--- src/rtl/fir_pkg.sv ---
package fir_pkg;
  localparam int CFG_W = 16;

  // field order mirrors the control word bit layout (msb first)
  typedef struct packed {
    logic       zpa;
    logic       byp;
    logic       even;
    logic [3:0] drate;
    logic [8:0] taps;
  } cfg_word_t;
endpackage

--- src/rtl/fir_cfg_regs.sv ---
module fir_cfg_regs
  import fir_pkg::*;
#(
  parameter int MAX_TAPS = 32,
  parameter int CNT_W    = 6,
  parameter int AW       = 4
) (
  input  logic             clk_i,
  input  logic             rst_ni,
  input  logic             wr_i,
  input  logic             cs_i,
  input  logic [1:0]       addr_i,
  input  logic [CFG_W-1:0] data_i,
  input  logic             coef_wr_i,
  input  logic [AW-1:0]    coef_addr_i,
  output logic [CNT_W-1:0] n_o,
  output logic [CNT_W-1:0] pairs_o,
  output logic [3:0]       drate_o,
  output logic             even_o,
  output logic             zpa_o,
  output logic             byp_o,
  output logic             coef_ok_o
);
  cfg_word_t        cfg_q, cfg_new;
  logic             coef_ok_q;
  logic             wr_hit;
  logic [9:0]       n_raw;
  logic [CNT_W-1:0] nb_n, nb_pairs;

  assign cfg_new = cfg_word_t'(data_i);
  assign wr_hit  = wr_i && cs_i && (addr_i == 2'd0);
  assign n_raw   = {1'b0, cfg_q.taps} + 10'd1;

  always_comb begin
    if (n_raw < 10'd3)                nb_n = CNT_W'(3);
    else if (n_raw > 10'(MAX_TAPS))   nb_n = CNT_W'(MAX_TAPS);
    else                              nb_n = CNT_W'(n_raw);
  end
  assign nb_pairs = (nb_n + CNT_W'(1)) >> 1;

  always_ff @(posedge clk_i or negedge rst_ni) begin
    if (!rst_ni) begin
      cfg_q     <= '0;
      coef_ok_q <= 1'b1;
    end else begin
      if (wr_hit) cfg_q <= cfg_new;
      if (wr_hit && cfg_q.byp && !cfg_new.byp)
        coef_ok_q <= 1'b0;
      else if (coef_wr_i && !cfg_q.byp && (coef_addr_i == AW'(nb_pairs - CNT_W'(1))))
        coef_ok_q <= 1'b1;
    end
  end

  // bypass: fixed 3-tap even pass-through, no decimation
  assign n_o       = cfg_q.byp ? CNT_W'(3) : nb_n;
  assign pairs_o   = cfg_q.byp ? CNT_W'(2) : nb_pairs;
  assign drate_o   = cfg_q.byp ? 4'd0 : cfg_q.drate;
  assign even_o    = cfg_q.byp | cfg_q.even;
  assign zpa_o     = cfg_q.byp | cfg_q.zpa;
  assign byp_o     = cfg_q.byp;
  assign coef_ok_o = coef_ok_q;
endmodule

--- src/rtl/fir_coef_store.sv ---
module fir_coef_store #(
  parameter int NP = 16,
  parameter int CW = 16,
  parameter int AW = 4
) (
  input  logic          clk_i,
  input  logic          rst_ni,
  input  logic          wr_i,
  input  logic [AW-1:0] waddr_i,
  input  logic [CW-1:0] wdata_i,
  input  logic [AW-1:0] raddr_i,
  output logic [CW-1:0] rdata_o
);
  logic [CW-1:0] mem_q [NP];

  always_ff @(posedge clk_i or negedge rst_ni) begin
    if (!rst_ni) begin
      for (int i = 0; i < NP; i++) mem_q[i] <= '0;
    end else if (wr_i && (int'(waddr_i) < NP)) begin
      mem_q[waddr_i] <= wdata_i;
    end
  end

  assign rdata_o = (int'(raddr_i) < NP) ? mem_q[raddr_i] : '0;
endmodule

--- src/rtl/fir_delay_line.sv ---
module fir_delay_line #(
  parameter int DEPTH = 32,
  parameter int DW    = 16
) (
  input  logic                       clk_i,
  input  logic                       rst_ni,
  input  logic                       shift_i,
  input  logic [DW-1:0]              din_i,
  output logic [DEPTH-1:0][DW-1:0]   taps_o
);
  for (genvar g = 0; g < DEPTH; g++) begin : g_stage
    logic [DW-1:0] src;
    if (g == 0) begin : g_head
      assign src = din_i;
    end else begin : g_body
      assign src = taps_o[g-1];
    end
    always_ff @(posedge clk_i or negedge rst_ni) begin
      if (!rst_ni)      taps_o[g] <= '0;
      else if (shift_i) taps_o[g] <= src;
    end
  end
endmodule

--- src/rtl/fir_mac_seq.sv ---
module fir_mac_seq #(
  parameter int MAX_TAPS = 32,
  parameter int DW       = 16,
  parameter int CW       = 16,
  parameter int ACC_W    = 37,
  parameter int CNT_W    = 6,
  parameter int AW       = 4
) (
  input  logic                     clk_i,
  input  logic                     rst_ni,
  input  logic                     start_i,
  input  logic                     en_i,
  input  logic [CNT_W-1:0]         n_i,
  input  logic [CNT_W-1:0]         pairs_i,
  input  logic                     even_i,
  input  logic                     zpa_i,
  input  logic                     byp_i,
  input  logic [MAX_TAPS-1:0][DW-1:0] taps_i,
  input  logic [CW-1:0]            coef_i,
  output logic [AW-1:0]            coef_addr_o,
  output logic                     busy_o,
  output logic                     done_o,
  output logic [ACC_W-1:0]         res_o
);
  localparam int IW = $clog2(MAX_TAPS);
  localparam int PW = DW + 1;
  localparam int MW = PW + CW;

  logic [AW-1:0]           step_q;
  logic                    busy_q, done_q, last;
  logic signed [ACC_W-1:0] acc_q, acc_nxt;
  logic [ACC_W-1:0]        res_q;
  logic [IW-1:0]           idx_a, idx_b;
  logic signed [PW-1:0]    xa, xb, pre;
  logic signed [CW-1:0]    c_eff;
  logic signed [MW-1:0]    prod;

  assign idx_a = IW'(step_q);
  assign idx_b = IW'(n_i - CNT_W'(1) - CNT_W'(step_q));
  assign xa    = PW'($signed(taps_i[idx_a]));
  assign xb    = PW'($signed(taps_i[idx_b]));

  always_comb begin
    if (zpa_i || (idx_a == idx_b)) pre = xa;
    else if (even_i)               pre = xa + xb;
    else                           pre = xa - xb;
  end

  // bypass uses a unit coefficient on the newest sample only
  assign c_eff   = byp_i ? ((step_q == '0) ? CW'(1) : '0) : $signed(coef_i);
  assign prod    = pre * c_eff;
  assign acc_nxt = acc_q + {{(ACC_W-MW){prod[MW-1]}}, prod};
  assign last    = (step_q == AW'(pairs_i - CNT_W'(1)));

  always_ff @(posedge clk_i or negedge rst_ni) begin
    if (!rst_ni) begin
      step_q <= '0;
      busy_q <= 1'b0;
      done_q <= 1'b0;
      acc_q  <= '0;
      res_q  <= '0;
    end else begin
      done_q <= 1'b0;
      if (start_i && !busy_q) begin
        busy_q <= 1'b1;
        step_q <= '0;
        acc_q  <= '0;
      end else if (busy_q) begin
        if (last) begin
          busy_q <= 1'b0;
          done_q <= en_i;
          acc_q  <= '0;
          res_q  <= byp_i ? ACC_W'(acc_nxt[DW-1:0]) : acc_nxt;
        end else begin
          acc_q  <= acc_nxt;
          step_q <= step_q + AW'(1);
        end
      end
    end
  end

  assign coef_addr_o = step_q;
  assign busy_o      = busy_q;
  assign done_o      = done_q;
  assign res_o       = res_q;
endmodule

--- src/rtl/fir_decim_sym.sv ---
module fir_decim_sym
  import fir_pkg::*;
#(
  parameter int MAX_TAPS = 32,
  parameter int DW       = 16,
  parameter int CW       = 16,
  localparam int NP      = (MAX_TAPS + 1) / 2,
  localparam int AW      = (NP > 1) ? $clog2(NP) : 1,
  localparam int ACC_W   = DW + CW + 1 + AW
) (
  input  logic             clk_i,
  input  logic             rst_ni,
  input  logic             cfg_wr_i,
  input  logic             cfg_cs_i,
  input  logic [1:0]       cfg_addr_i,
  input  logic [CFG_W-1:0] cfg_data_i,
  input  logic             coef_wr_i,
  input  logic [AW-1:0]    coef_addr_i,
  input  logic [CW-1:0]    coef_data_i,
  input  logic             smp_valid_i,
  input  logic [DW-1:0]    smp_data_i,
  output logic             busy_o,
  output logic             res_valid_o,
  output logic [ACC_W-1:0] res_data_o
);
  localparam int CNT_W = $clog2(MAX_TAPS + 2);

  logic [CNT_W-1:0]            n, pairs;
  logic [3:0]                  drate, dcnt_q;
  logic                        even, zpa, byp, coef_ok;
  logic                        busy, accept, grp_end, start;
  logic [MAX_TAPS-1:0][DW-1:0] taps;
  logic [AW-1:0]               coef_raddr;
  logic [CW-1:0]               coef_rdata;

  fir_cfg_regs #(.MAX_TAPS(MAX_TAPS), .CNT_W(CNT_W), .AW(AW)) u_cfg (
    .clk_i, .rst_ni,
    .wr_i(cfg_wr_i), .cs_i(cfg_cs_i), .addr_i(cfg_addr_i), .data_i(cfg_data_i),
    .coef_wr_i, .coef_addr_i,
    .n_o(n), .pairs_o(pairs), .drate_o(drate),
    .even_o(even), .zpa_o(zpa), .byp_o(byp), .coef_ok_o(coef_ok)
  );

  fir_coef_store #(.NP(NP), .CW(CW), .AW(AW)) u_coef (
    .clk_i, .rst_ni,
    .wr_i(coef_wr_i), .waddr_i(coef_addr_i), .wdata_i(coef_data_i),
    .raddr_i(coef_raddr), .rdata_o(coef_rdata)
  );

  // samples offered during a MAC pass are dropped
  assign accept  = smp_valid_i && !busy;
  assign grp_end = (dcnt_q >= drate);
  assign start   = accept && grp_end;

  always_ff @(posedge clk_i or negedge rst_ni) begin
    if (!rst_ni)     dcnt_q <= '0;
    else if (accept) dcnt_q <= grp_end ? 4'd0 : dcnt_q + 4'd1;
  end

  fir_delay_line #(.DEPTH(MAX_TAPS), .DW(DW)) u_dly (
    .clk_i, .rst_ni, .shift_i(accept), .din_i(smp_data_i), .taps_o(taps)
  );

  fir_mac_seq #(
    .MAX_TAPS(MAX_TAPS), .DW(DW), .CW(CW), .ACC_W(ACC_W), .CNT_W(CNT_W), .AW(AW)
  ) u_mac (
    .clk_i, .rst_ni,
    .start_i(start), .en_i(coef_ok | byp),
    .n_i(n), .pairs_i(pairs), .even_i(even), .zpa_i(zpa), .byp_i(byp),
    .taps_i(taps), .coef_i(coef_rdata), .coef_addr_o(coef_raddr),
    .busy_o(busy), .done_o(res_valid_o), .res_o(res_data_o)
  );

  assign busy_o = busy;
endmodule

--- config.mk ---
export PLATFORM = sky130hd
export DESIGN_NAME = fir_decim_sym
export DESIGN_NICKNAME = d
export VERILOG_FILES = /design/src/rtl/fir_pkg.sv /design/src/rtl/fir_cfg_regs.sv /design/src/rtl/fir_coef_store.sv /design/src/rtl/fir_delay_line.sv /design/src/rtl/fir_mac_seq.sv /design/src/rtl/fir_decim_sym.sv
export SDC_FILE = /design/constraint.sdc
export NUM_CORES = 2
export LEC_CHECK = 0
export BUFFER_PORTS_ARGS = -buffer_cell sky130_fd_sc_hd__buf_2
export CELL_PAD_IN_SITES_DETAIL_PLACEMENT = 1
export CELL_PAD_IN_SITES_GLOBAL_PLACEMENT = 2
export CORE_ASPECT_RATIO = 0.6
export CORE_MARGIN = 8
export CORE_UTILIZATION = 39
export DETAILED_ROUTE_END_ITERATION = 10
export PLACE_DENSITY_LB_ADDON = 0.15
export SETUP_SLACK_MARGIN = 0.15
export SLEW_MARGIN = 20
export SYNTH_ARGS = -nofsm -noshare
export SYNTH_HDL_FRONTEND = slang
export SYNTH_SLANG_ARGS = --single-unit
--- constraint.sdc ---
create_clock -name clk_i -period 14.65 [get_ports clk_i]
set_clock_uncertainty 0.2 [all_clocks]
set_input_delay 0.7325 -clock clk_i [delete_from_list [all_inputs] [get_ports clk_i]]
set_output_delay 0.7325 -clock clk_i [all_outputs]
set_load 0.01 [all_outputs]
==> metrics.txt <==
GP Congestion=roughly 0.89; Final WS setup=-472 ps; Post-Synthesis Cells=5,414; area leader, netlist=dfrtp_1; Hold Crit Depth=2; Core Rows=around 110; layout cells sized above 1=0.273; Avg WL per Cell=22.7 um; worst reg-to-reg setup slack=-470 ps; initial antenna violation count=7; Worst Hold Class=input pin to flip-flop; crit path max fanout=12; Synthesis Warnings=0; Residual DRC=0; Area Overhead vs Synth=19.4%; I/O pin count=99; GRT Util Overall=0.230; cell mode on critical path=fa_1; largest net degree at the start of global routing=roughly 200; DPL Wire Length=between 100,000 and 150,000 um; adder-cell share of the synthesized area=0.134; vias in the first global route=44,600; H-Tree Level Count=3; via count=between 40,000 and 50,000; area of the multi-input gates=0.0324 mm^2; RSZ-0062 raised after global routing=true; Initial Util=0.392; Synth Area in Compound Gates=0.0503; Num CTS Buffers=93; flops & latches, synth=869; Setup-failing EPs final=16; synth unique cells=slightly below 90; fmax=~0.066 GHz; sequential share of the synthesized area=0.392; cell with the largest stage delay on the worst path=fa_4; core area=0.142 mm^2; Slew @ Worst Pin=1200 ps; total grt overflow=0; type of origin of the critical path=flip-flop; final wirelength=about 180,000 um; area of the die=around 0.16 mm^2; largest stage delay on the critical path=990 ps; reg-to-reg startpoint=u_cfg.cfg_q[1]; top_reg_cell synth=dfrtp_1; minimum clock period=roughly 15,000 ps; dominant cells by area after synthesis=dfrtp_1 39%, mux4_2 12%, nand2_1 12%, fa_1 9.9%, mux2_2 5.8%; max-cap viol count=0; failing checks=setup timing; initial drt markers=3,351; crit path DAT=15,490 ps; Critical Path End Type=flip-flop; pre-CTS WS=-1100 ps; area share of the largest cell type after synthesis=0.391; asr flop ratio synth=1.00; slew margin rel.=0.199; Die H=roughly 310 um; final period utilization=1.03; worst-skew pair later-pin latency=740 ps; CTS tree=yes; die width=503 um; Root Driver=clkbuf_16; Post-Synth XOR/XNOR Area=0.0186; post-synthesis mux area share=0.192; EDFF count, synth=0; hold path endpoint=u_cfg.cfg_q[12]; setup_tns=-5640 ps; Clock Sinks=869; CP Class=flip-flop to flip-flop; RR Endpoint=u_mac.acc_q[36]; status=finished with violations; critical path required time=15,020 ps; final instance area=0.0663 mm^2; fill count=15,500; Worst R2R Path Depth=between 60 and 70; Register Area=approximately 0.022 mm^2; post-synthesis simple-gate area fraction=0.165; Clock Path Buffers=3; DRT Pass-1 Iters=7; Final Max Slew Viols=0; antenna-violating nets left=0; hold path startpoint=cfg_data_i[12]; # nets final=6,356; Syn Area/Cell=10.3 um^2; Synth Cell Area=~0.056 mm^2; Hold Slack=64.7 ps; vias per inst=5.38; DP Area=0.0613 mm^2; largest family of logic cells by synthesized area=multiplexers; final hold viol count=0; port buffer count=a little under 100; clock slew at reported path FFs=70 ps; first-pass GRT wire length=about 280,000 um; post-synthesis net count=5,903
==> synth_stat cells, types with 17 or more instances <==
library cell and number:
and3_1 17, clkbuf_1 226, a22oi_1 17, fa_1 274, ha_1 155, o21a_1 20
xnor2_1 79, o31ai_1 27, nor2b_1 40, nand2_1 1712, o21ai_0 103, nor2_1 237
a21o_1 23, inv_1 364, nor3_1 31, a211oi_1 17, mux2_2 286, mux2i_1 72
a21oi_1 80, mux4_2 289, nand3_1 60, buf_1 21, dfrtp_1 868, a22o_1 19
xor2_1 37, nand2b_1 56, and2_1 23, buf_2 33
==> state kept, by name, indices dropped and copies added (netlist names) <==
register / count
u_mac.res_o: 37
u_cfg.coef_ok_o: 1
u_dly.g_stage.src: 496
u_mac.busy_o: 1
u_mac.done_o: 1
u_dly.taps_o: 16
u_mac.coef_addr_o: 4
u_mac.acc_q: 37
u_cfg.cfg_q: 15
dcnt_q: 4
u_cfg.byp_o: 1
u_coef.mem_q: 256
==> per-stage QoR <==
step           utilization  cells
2_1_floorplan            -   5414
3_3_place_gp         0.432   7601
3_5_place_dp         0.432   7601
4_1_cts              0.464   7823
5_1_grt              0.468   7850
6_report             0.468   7854
==> cells in the final DEF, fill, tap and decap left out, types with 17 or more instances in the layout <==
master	Yosys	final
fa_1	274	266
nor2b_1	40	36
a21o_1	23	23
nand2_1	1712	1706
buf_2	33	97
nand3_1	60	53
nand2b_1	56	56
a22o_1	19	19
ha_4	0	17
clkbuf_8	0	31
clkbuf_16	0	94
clkbuf_1	226	18
and2_1	23	23
a21oi_2	0	19
o21ai_1	6	26
inv_1	364	356
o21a_1	20	20
dfrtp_1	868	862
buf_6	12	38
nor2_2	2	24
o31ai_1	27	22
mux2i_1	72	65
nor3_1	31	21
buf_4	11	490
mux4_2	289	289
xor2_1	37	35
buf_12	0	21
a21oi_1	80	53
ha_1	155	134
o21ai_0	103	75
mux2_2	286	285
xnor2_1	79	73
nor2_1	237	212
==> routing by layer <==
metal	vias to the layer above	routed length, um	global-route usage
li1	19000	-	-
met1	22100	91000	0.367
met2	934	73300	0.323
met3	179	11200	0.0499
met4	4	2680	0.0361
met5	-	26	0
==> layout make-up <==
cell class / count / share of cell area
Multi-Input combinational cell: 3877 / 0.488
Sequential cell: 869 / 0.328
Timing Repair Buffer: 661 / 0.0783
Clock buffer: 142 / 0.0425
Tap cell: 1907 / 0.0360
Inverter: 365 / 0.0207
Clock inverter: 29 / 0.00615
Antenna cell: 4 / 0.000151
==> repair_timing <==
item / 4_1_cts / 5_1_grt
cloned: 1 / 0
endpoints found under the setup margin: 38 / 41
pin swaps: 97 / 96
setup buffers: 39 / 27
hold buffers: 11 / 0
resized for setup: 164 / 100
hold endpoints to repair: 97 / 0
==> critical path, delay by kind of cell, from the launching register on <==
kind,cells,cell delay (ps)
adders and majority gates,11,4800
xor gates and xnor gates,3,410
and+or+nand+nor,12,2560
buffers and inverters,12,1410
DFF,1,460
AOI/OAI and AO/OA,22,4470
muxes,2,620
==> logic make-up after synthesis <==
| logic type | Yosys count |
|---|---|
| DFF | 869 |
| buffers and inverters | 668 |
| xor gates and xnor gates | 117 |
| muxes | 663 |
| adders and majority gates | 429 |
| AOI/OAI and AO/OA | 414 |
| and+or+nand+nor | 2254 |
==> worst max-delay path by stage <==
| stage | from | to | slack (ps) |
|---|---|---|---|
| final | u_cfg.cfg_q[1] | u_mac.acc_q[36] | -470 |
| after global placement | u_cfg.cfg_q[1] | u_mac.res_o[36] | -780 |
| after floorplan | u_cfg.cfg_q[0] | u_mac.acc_q[36] | 160 |
| after CTS | u_cfg.cfg_q[1] | u_mac.res_o[36] | -420 |
| after global routing | u_cfg.cfg_q[1] | u_mac.res_o[36] | -1280 |
| after detailed placement | u_cfg.cfg_q[1] | u_mac.acc_q[36] | -1100 |
Power is not shown: default switching activity piles up to over one toggle a cycle in this logic, so the estimate is an artifact.
